**src/rtl/adc_ctrl_pkg.sv**
```systemverilog
`timescale 1ns/1ps
package adc_ctrl_pkg;

    typedef enum logic [2:0] {
        ST_IDLE,
        ST_START_LOW,
        ST_WAIT_LOW,
        ST_WAIT_HIGH,
        ST_SETTLE,
        ST_CAPTURE
    } ctrl_state_e;

endpackage

```
**src/rtl/adc_sync2.sv**
```systemverilog
`timescale 1ns/1ps
// Two-stage synchronizer for one asynchronous level input.
module adc_sync2 #(
    parameter logic RST_VAL = 1'b1
) (
    input  logic clk,
    input  logic rst,
    input  logic d_i,
    output logic q_o
);

    logic [1:0] stage_d, stage_q;

    always_comb begin
        stage_d = {stage_q[0], d_i};
    end

    always_ff @(posedge clk) begin
        if (rst) stage_q <= {2{RST_VAL}};
        else     stage_q <= stage_d;
    end

    assign q_o = stage_q[1];

endmodule

```
**src/rtl/adc_pacer.sv**
```systemverilog
`timescale 1ns/1ps
// Spacing between start edges: one counter serves both the free-running
// interval and the minimum spacing between conversions.
module adc_pacer #(
    parameter int CNT_W   = 16,
    parameter int MIN_GAP = 91
) (
    input  logic             clk,
    input  logic             rst,
    input  logic             auto_en,
    input  logic [CNT_W-1:0] interval_i,
    input  logic             trig_i,
    input  logic             issue_i,
    output logic             fire_ok_o
);

    localparam logic [CNT_W-1:0] GAP_L = CNT_W'(MIN_GAP);
    localparam logic [CNT_W-1:0] SAT_L = '1;
    localparam logic [CNT_W-1:0] ONE_L = CNT_W'(1);

    typedef struct packed {
        logic [CNT_W-1:0] since;
        logic             pend;
    } pace_t;

    pace_t q, d;
    logic  spaced, due;

    always_comb begin
        spaced    = (q.since >= GAP_L);
        due       = q.pend || trig_i || (auto_en && (q.since >= interval_i));
        fire_ok_o = spaced && due;
        d = q;
        if (issue_i) begin
            d.since = ONE_L;
            d.pend  = 1'b0;
        end else begin
            if (q.since != SAT_L) d.since = q.since + ONE_L;
            if (trig_i)           d.pend  = 1'b1;
        end
    end

    always_ff @(posedge clk) begin
        if (rst) begin
            q.since <= SAT_L;
            q.pend  <= 1'b0;
        end else begin
            q <= d;
        end
    end

endmodule

```
**src/rtl/adc_fmt.sv**
```systemverilog
`timescale 1ns/1ps
// Widens the two's complement result to the output word.
module adc_fmt #(
    parameter int DATA_W     = 14,
    parameter int OUT_W      = 16,
    parameter bit OFFSET_BIN = 1'b0
) (
    input  logic [DATA_W-1:0] raw_i,
    output logic [OUT_W-1:0]  word_o
);

    localparam int EXT_W = OUT_W - DATA_W;

    generate
        if (OFFSET_BIN) begin : g_offset
            assign word_o = {{EXT_W{1'b0}}, ~raw_i[DATA_W-1], raw_i[DATA_W-2:0]};
        end else begin : g_signext
            assign word_o = {{EXT_W{raw_i[DATA_W-1]}}, raw_i};
        end
    endgenerate

endmodule

```
**src/rtl/adc_conv_ctrl.sv**
```systemverilog
`timescale 1ns/1ps
module adc_conv_ctrl #(
    parameter int DATA_W         = 14,
    parameter int OUT_W          = 16,
    parameter int CNT_W          = 16,
    parameter int CLK_PERIOD_PS  = 5000,
    parameter int CONV_MAX_PS    = 400000,
    parameter int THROUGHPUT_PS  = 454000,
    parameter int DATA_VALID_PS  = 20000,
    parameter int TMO_MARGIN_CYC = 8,
    parameter int START_LOW_CYC  = 2,
    parameter bit OFFSET_BIN     = 1'b0
) (
    input  logic              clk,
    input  logic              rst,
    input  logic              auto_en,
    input  logic [CNT_W-1:0]  sample_interval,
    input  logic              sw_trig,
    output logic              adc_start_n,
    input  logic              adc_busy_n,
    input  logic [DATA_W-1:0] adc_data,
    output logic              smp_valid,
    output logic [OUT_W-1:0]  smp_data,
    output logic              timeout_err
);
    import adc_ctrl_pkg::*;

    localparam int SETTLE_CYC  = (DATA_VALID_PS + CLK_PERIOD_PS - 1) / CLK_PERIOD_PS;
    localparam int CONV_CYC    = (CONV_MAX_PS + CLK_PERIOD_PS - 1) / CLK_PERIOD_PS;
    localparam int MIN_GAP_CYC = (THROUGHPUT_PS + CLK_PERIOD_PS - 1) / CLK_PERIOD_PS;
    localparam int TMO_CYC     = CONV_CYC + TMO_MARGIN_CYC;

    localparam logic [CNT_W-1:0] LOW_L    = CNT_W'(START_LOW_CYC - 1);
    localparam logic [CNT_W-1:0] SETTLE_L = CNT_W'(SETTLE_CYC - 1);
    localparam logic [CNT_W-1:0] TMO_L    = CNT_W'(TMO_CYC);
    localparam logic [CNT_W-1:0] ONE_L    = CNT_W'(1);

    typedef struct packed {
        ctrl_state_e      state;
        logic             start_n;
        logic [CNT_W-1:0] cnt;
        logic [CNT_W-1:0] tmo;
        logic             valid;
        logic             err;
        logic [OUT_W-1:0] data;
    } ctrl_t;

    ctrl_t            q, d;
    logic             conv_idle_s;
    logic             fire_ok;
    logic             issue;
    logic [OUT_W-1:0] fmt_word;

    adc_sync2 #(.RST_VAL(1'b1)) i_sync (
        .clk (clk),
        .rst (rst),
        .d_i (adc_busy_n),
        .q_o (conv_idle_s)
    );

    adc_pacer #(.CNT_W(CNT_W), .MIN_GAP(MIN_GAP_CYC)) i_pacer (
        .clk        (clk),
        .rst        (rst),
        .auto_en    (auto_en),
        .interval_i (sample_interval),
        .trig_i     (sw_trig),
        .issue_i    (issue),
        .fire_ok_o  (fire_ok)
    );

    adc_fmt #(.DATA_W(DATA_W), .OUT_W(OUT_W), .OFFSET_BIN(OFFSET_BIN)) i_fmt (
        .raw_i  (adc_data),
        .word_o (fmt_word)
    );

    always_comb begin
        d       = q;
        d.valid = 1'b0;
        d.err   = 1'b0;
        issue   = 1'b0;
        unique case (q.state)
            ST_IDLE: begin
                if (fire_ok && conv_idle_s) begin
                    issue     = 1'b1;
                    d.state   = ST_START_LOW;
                    d.start_n = 1'b0;
                    d.cnt     = LOW_L;
                    d.tmo     = '0;
                end
            end
            ST_START_LOW: begin
                d.tmo = q.tmo + ONE_L;
                if (q.cnt == '0) begin
                    d.start_n = 1'b1;
                    d.state   = ST_WAIT_LOW;
                end else begin
                    d.cnt = q.cnt - ONE_L;
                end
            end
            ST_WAIT_LOW: begin
                d.tmo = q.tmo + ONE_L;
                if (!conv_idle_s) begin
                    d.state = ST_WAIT_HIGH;
                end else if (q.tmo == TMO_L) begin
                    d.err   = 1'b1;
                    d.state = ST_IDLE;
                end
            end
            ST_WAIT_HIGH: begin
                d.tmo = q.tmo + ONE_L;
                if (conv_idle_s) begin
                    d.state = ST_SETTLE;
                    d.cnt   = SETTLE_L;
                end else if (q.tmo == TMO_L) begin
                    d.err   = 1'b1;
                    d.state = ST_IDLE;
                end
            end
            ST_SETTLE: begin
                if (q.cnt == '0) begin
                    d.state = ST_CAPTURE;
                    d.valid = 1'b1;
                    d.data  = fmt_word;
                end else begin
                    d.cnt = q.cnt - ONE_L;
                end
            end
            ST_CAPTURE: d.state = ST_IDLE;
            default:    d.state = ST_IDLE;
        endcase
    end

    always_ff @(posedge clk) begin
        if (rst) begin
            q.state   <= ST_IDLE;
            q.start_n <= 1'b1;
            q.cnt     <= '0;
            q.tmo     <= '0;
            q.valid   <= 1'b0;
            q.err     <= 1'b0;
            q.data    <= '0;
        end else begin
            q <= d;
        end
    end

    assign adc_start_n = q.start_n;
    assign smp_valid   = q.valid;
    assign smp_data    = q.data;
    assign timeout_err = q.err;

endmodule

```
**config.mk**
```make
export PLATFORM = sky130hd
export DESIGN_NAME = adc_conv_ctrl
export DESIGN_NICKNAME = d
export VERILOG_FILES = /design/src/rtl/adc_ctrl_pkg.sv /design/src/rtl/adc_sync2.sv /design/src/rtl/adc_pacer.sv /design/src/rtl/adc_fmt.sv /design/src/rtl/adc_conv_ctrl.sv
export SDC_FILE = /design/constraint.sdc
export NUM_CORES = 1
export LEC_CHECK = 0
export BUFFER_PORTS_ARGS = -buffer_cell sky130_fd_sc_hd__buf_2
export CAP_MARGIN = 0
export CORE_MARGIN = 5
export CORE_UTILIZATION = 45
export DETAILED_ROUTE_END_ITERATION = 16
export PLACE_DENSITY = 0.75
export SYNTH_ARGS = -nofsm -noshare
export SYNTH_HDL_FRONTEND = slang
export SYNTH_SLANG_ARGS = --single-unit
```
**constraint.sdc**
```tcl
create_clock -name clk -period 6.9 [get_ports clk]
set_clock_uncertainty 0.15 [all_clocks]
set_input_delay 0.69 -clock clk [delete_from_list [all_inputs] [get_ports clk]]
set_output_delay 0.69 -clock clk [all_outputs]
set_load 0.1 [all_outputs]
```
== After elaboration in Yosys (flattened, before gate mapping) ==
Index checks and enable logic that the tools add are counted.

* Register bits: 71
* Word-level logic and storage cells: 70

* $add $sub $neg: 3
* Order comparisons: 2
* Equal/unequal tests: 11
* Mux-type cells: 22
* Bitwise logic cells: 1
* Reduce and logical (&&, ||, !) cells: 20

{| class="wikitable"
|+ Operators by type and width
! cell !! count
|-
| two-way mux 16 bit || 3
|-
| one-hot mux 16 bit (3 select lines) || 1
|-
| two-way mux 36 bit || 1
|-
| adder 16 x 1 -> 16 bit (second input constant) || 2
|-
| one-hot mux 16 bit (2 select lines) || 1
|-
| two-way mux 17 bit || 1
|-
| equality test 16 x 7 -> 1 bit (second input constant) || 1
|-
| greater-or-equal comparator 16 bit || 1
|-
| greater-or-equal comparator 16 x 7 -> 1 bit (second input constant) || 1
|-
| logical NOT 16 bit || 1
|-
| inequality test 16 bit (second input constant) || 1
|-
| subtractor 16 x 1 -> 16 bit (second input constant) || 1
|-
| one-hot mux 3 bit (5 select lines) || 1
|-
| two-way mux 3 bit || 4
|-
| inequality test 2 bit (second input constant) || 4
|-
| two-way mux 1 bit || 7
|-
| equality test 3 x 2 -> 1 bit (second input constant) || 2
|-
| AND reduction 3 bit || 2
|-
| nonzero test 2 bit || 3
|-
| OR reduction 2 bit || 3
|-
| two-way mux 4 bit || 1
|-
| one-hot mux 1 bit (2 select lines) || 2
|-
| AND reduction 2 bit || 2
|-
| AND reduction 4 bit || 1
|-
| other kinds (9) || 12
|}

== Depth between registers and ports, before layout ==
* Depth in word-level cells: 8
* Gate-level depth with buffers: 9

== Hierarchy ==
From an unflattened synthesis, not the netlist that was laid out.

* Cells, all modules: 500
* Area, all modules: 4215.3 um2

{| class="wikitable"
|+ Modules (own cells, without submodules)
! module !! times used !! cells an instance !! area each (um2)
|-
| adc_conv_ctrl || 1 || 319 || 2792.7
|-
| adc_pacer || 1 || 161 || 1249.9
|-
| adc_fmt || 1 || 16 || 120.1
|-
| adc_sync2 || 1 || 4 || 52.6
|}

== Worst setup path before layout ==
Ideal clock, no wire load.

* Path kind: input port to flip-flop
* Start point: in sample_interval[11]
* End point: reg i_pacer.q[1] in the netlist's numbering
* Library setup time: 0.127 ns
* Data arrival time: 2.522 ns
* Path slack: 4.101 ns
* Stages on the path: 8
* Cells stage by stage: inv_1 -> ha_1 -> a21o_1 -> a2111oi_4 -> o211ai_2 -> o31a_1 -> clkbuf_2 -> or3_1

* Longest elaborated chain between the ends: 8

{| class="wikitable"
|+ RTL lines
! what !! RTL line !! RTL
|-
| start, declared || adc_conv_ctrl.sv:17 || <nowiki>input logic [CNT_W-1:0] sample_interval,</nowiki>
|-
| greater-or-equal comparator 16 bit || adc_pacer.sv:31 || <nowiki>due = q.pend || trig_i || (auto_en && (q.since >= interval_i));</nowiki>
|-
| logical AND 1 bit || adc_pacer.sv:31 ||
|-
| logical OR 1 bit || adc_pacer.sv:31 ||
|-
| logical AND 1 bit || adc_pacer.sv:32 || <nowiki>fire_ok_o = spaced && due;</nowiki>
|-
| logical AND 1 bit || adc_conv_ctrl.sv:83 || <nowiki>if (fire_ok && conv_idle_s) begin</nowiki>
|-
| two-way mux 1 bit || adc_conv_ctrl.sv:83 ||
|-
| two-way mux 1 bit || adc_conv_ctrl.sv:81 || <nowiki>unique case (q.state)</nowiki>
|-
| OR reduction 2 bit (no source line) || - ||
|-
| end, declared || adc_pacer.sv:26 || <nowiki>pace_t q, d;</nowiki>
|}

No other way between the ends.
A chain may end at the register's enable or synchronous reset.

== Worst setup path in the final report ==
* Start point: in sample_interval[15]
* End point: reg q[37] in the netlist's numbering

* Longest elaborated chain between the ends: 7

{| class="wikitable"
|+ RTL lines
! what !! RTL line !! RTL
|-
| greater-or-equal comparator 16 bit || adc_pacer.sv:31 ||
|-
| logical AND 1 bit || adc_pacer.sv:31 ||
|-
| logical OR 1 bit || adc_pacer.sv:31 ||
|-
| logical AND 1 bit || adc_pacer.sv:32 ||
|-
| logical AND 1 bit || adc_conv_ctrl.sv:83 ||
|-
| inequality test 2 bit (no source line) || - ||
|-
| AND reduction 4 bit (no source line) || - ||
|-
| end, declared || adc_conv_ctrl.sv:48 || <nowiki>ctrl_t q, d;</nowiki>
|}

No other way between the ends.

==> impl_metrics.csv <==
group,metric,value,unit
outcome,run_status,"finished clean",
timing,setup_repair_after_global_routing_missed_its_margin,"false",
floorplan,floorplan.rows,35,
synthesis,synth.lib_cells_used.distinct,68,
drt,detail-route-antenna-nets,0,
flow_run,max_cap_violations,0,
synthesis,post_synth_edffs,0,
floorplan,ios,54,
synthesis,synthesis.instances,503,
critical_path,reg2regPathDepth,7,
synthesis,synth_top_family_by_area,"compound AO/OA/AOI/OAI gates",
critical_path,regToRegSetupSlack,3.85,ns
critical_path,critical_path.startpoint_type,"input pin",
timing,count_of_endpoints_failing_setup_in_the_final_report,0,
placement,place.gp.congestion,0.903,
layout,multiInputGateArea,2420,sq um
clock_network,cts_tree,"built",
timing,timing.slew.headroom,0.233,
layout,ff_latch_area,1420,sq um
synthesis,async_flop_share,0,
synthesis,netlist_area,4210,sq um
critical_path,chain_of_cells_forming_the_critical_path,"buf_2 > inv_1 > ha_1 > and4_1 > nand2_1 > a2111oi_2 > o31ai_4 > a21oi_2 > a311oi_1",
placement,post-place-ws,3.44,ns
layout,area_delta_synth_final,9.09,%
grt,maximum_number_of_pins_on_one_net_before_global_route_repair,53,
critical_path,worstPathArrival,3.11,ns
layout,layout_commonest_cell,"sky130_fd_sc_hd__dfxtp_1",
clock_network,post_cts_sizing,0,
critical_path,crit_fanout,14,
grt,initial_antenna_violation_count,0,
clock_network,clock_path_buffers,2,
timing,fmaxAchievable,324,MHz
synthesis,ys_warn_count,0,
drt,routed_wl,9.49,mm
worst_hold_path,hold_class,"flip-flop to flip-flop",
critical_path,critical_path.reg2reg.endpoint,"q[37]",
timing,post-route-period-util,0.448,
power_and_ir_drop,powerDensity,461,nW/um^2
synthesis,xor_and_xnor_area_share_after_synthesis,0.0291,
layout,drive_gt1_frac,0.199,
clock_network,worst_skew_pair.late_latency,0.35,ns
drt,detail_route.vias_per_cell,5.70,
worst_hold_path,hold_path_startpoint,"i_sync.stage_q[0]",
timing,hold_slack,0.303,ns
critical_path,criticalPathCategory,"input pin to flip-flop",
drt,via_count,3677,
drt,initialDrtViolationCount,195,
critical_path,crit_required,6.92,ns
critical_path,crit_path_end_kind,"flip-flop",
synthesis,postSynthAreaPerCell,8.37,sq um
timing,setup_slack,3.81,ns
drt,drc,0,
timing,report.final.hold_viol_count,0,
floorplan,initial_utilization,0.458,
floorplan,die-width,107,microns
synthesis,synth_compound_gate_area_share,0.255,
clock_network,cts.root.buffer_cell,"sky130_fd_sc_hd__clkbuf_8",
power_and_ir_drop,vdd.ir_drop.worst,156,uV
placement,hpwlAfterDp,6.80,mm
floorplan,die-area,11400,sq um
synthesis,post_synth_and_or_nand_nor_area_fraction,0.227,
synthesis,synth-seq-area-share,0.337,
layout,postLayoutCellArea,4590,sq um
layout,nets,584,
placement,post_dp_cell_area,4400,sq um
grt,grt_pass1_wl,16.2,mm
clock_network,cts_hold_buf,0,
clock_network,htree_levels,3,
floorplan,placeableCoreArea,9200,sq um
layout,filler_cell_count_in_the_final_layout,886,
drt,drt-wirelength-per-cell,14.7,microns
clock_network,cts_made_buffers,9,
layout,antenna_cells,0,
timing,setup-tns-final,0,ns
worst_hold_path,timing.hold.worst_path_depth,1,
critical_path,crit_path_max_incr_delay,0.71,ns
critical_path,cpMaxStageDelayCell,"sky130_fd_sc_hd__a21oi_2",
timing,final.min_clock_period,3.09,ns
clock_network,clk_pin_slew_worst_paths,0.07,ns
grt,global_route.usage.total,0.171,
clock_network,post-cts-setup-buffers,0,
timing,slew_at_the_pin_closest_to_its_max_slew_limit,1.15,ns
synthesis,postSynthNetCount,558,
synthesis,postSynth.topFlopCell,"sky130_fd_sc_hd__dfxtp_1",
floorplan,floorplan.die.height,107,microns
synthesis,total_of_flip_flops_plus_latches_after_synthesis,71,
synthesis,synth_fa_ha_area_frac,0.0594,
timing,final_max_slew_viol_count,0,
power_and_ir_drop,power.leakage,1.79,nW
critical_path,timing.rr.start,"i_pacer.q[16]",
worst_hold_path,min_delay_worst_endpoint,"i_sync.stage_q[1]",
clock_network,numClockSinks,71,
layout,most-common-layout-cells,"sky130_fd_sc_hd__dfxtp_1 (71), sky130_fd_sc_hd__nand2_1 (55), sky130_fd_sc_hd__buf_2 (53)",
grt,grt_overflow_total,0,
synthesis,post_synth_mux_area_share,0.00475,
placement,number_of_port_buffers,53,
drt,drt_pre_antenna_iters,4,
grt,first_global_vias,3578,
power_and_ir_drop,design_power_total,2.12,mW
layer usage:
metal,part of all wire,GRT usage,vias up
li1,-,-,1860
met1,0.46,0.226,1738
met2,0.49,0.279,65
met3,0.032,0.0217,14
met4,0.020,0.0785,0
met5,0,0,-
critical path, delay by kind of cell:
kind            cells  cell delay, ns
fa+ha+maj           1            0.29
compound gates      4            1.59
buf+inv             2            0.12
simple gates        2            0.41
synth_stat cells, types with 4 or more instances:
cell type                   n  area (sq um)
sky130_fd_sc_hd__or2_2      7          43.8
sky130_fd_sc_hd__buf_2      4          20.0
sky130_fd_sc_hd__a21oi_1   38           190
sky130_fd_sc_hd__a31oi_1    5          31.3
sky130_fd_sc_hd__xor2_1     7          61.3
sky130_fd_sc_hd__dfxtp_1   71          1420
sky130_fd_sc_hd__o31ai_1    4          30.0
sky130_fd_sc_hd__xnor2_1    7          61.3
sky130_fd_sc_hd__nor2_1    28           105
sky130_fd_sc_hd__nor4_1     9          56.3
sky130_fd_sc_hd__clkbuf_1  16          60.1
sky130_fd_sc_hd__o21a_1     7          52.6
sky130_fd_sc_hd__nor3_1    12          60.1
sky130_fd_sc_hd__nand3_1   25           125
sky130_fd_sc_hd__buf_4     16           120
sky130_fd_sc_hd__and4_1     6          52.6
sky130_fd_sc_hd__inv_1     37           139
sky130_fd_sc_hd__o21ai_0   29           145
sky130_fd_sc_hd__nand4_1    8          50.1
sky130_fd_sc_hd__and3_1     6          37.5
sky130_fd_sc_hd__ha_1      20           250
sky130_fd_sc_hd__a311oi_2   6          90.1
sky130_fd_sc_hd__or3_1      5          31.3
sky130_fd_sc_hd__o32ai_2    8           130
sky130_fd_sc_hd__o211a_1    4          40.0
sky130_fd_sc_hd__nand2_1   55           206
sky130_fd_sc_hd__and2_1     5          31.3
how the worst max path moves through the flow:
| stage | start | endpoint | cells after the start |
|---|---|---|---|
| 2_1_floorplan | sample_interval[11] | i_pacer.q[1] | 8 |
| 3_3_place_gp | sample_interval[15] | q[37] | 9 |
| 3_5_place_dp | sample_interval[15] | q[37] | 9 |
| 4_1_cts | sample_interval[15] | q[37] | 9 |
| 5_1_grt | sample_interval[15] | q[37] | 9 |
| 6_report | sample_interval[15] | q[37] | 9 |
logic make-up after synthesis:
kind of cell,count (synthesis)
xor gates and xnor gates,14
AOI/OAI and AO/OA,137
DFF,71
muxes,2
and+or+nand+nor,183
buffers and inverters,76
adders and majority gates,20
cell type report:
| cell class | count | share of cell area |
|---|---|---|
| Clock buffer | 11 | 0.0308 |
| Multi-Input combinational cell | 356 | 0.528 |
| Tap cell | 111 | 0.0302 |
| Sequential cell | 71 | 0.309 |
| Clock inverter | 5 | 0.0125 |
| Timing Repair Buffer | 54 | 0.0594 |
| Inverter | 37 | 0.0302 |
per-stage QoR:
step	util	instances
after global placement	0.478	629
after CTS	0.500	645
after floorplan	-	503
after global routing	0.500	645
after detailed placement	0.478	629
final	0.500	645
report_power, final:
part / switching (mW) / internal [mW]
sequential: 0.134 / 0.509
clock: 0.159 / 0.176
combinational: 0.695 / 0.446
total: 0.988 / 1.13
state kept, by name, indices dropped and copies added, names as in the netlist:
name	cells
q	35
i_pacer.q	17
smp_data	14
i_sync.stage_q	2
adc_start_n	1
smp_valid	1
timeout_err	1
(Power assumes the default switching activity.)
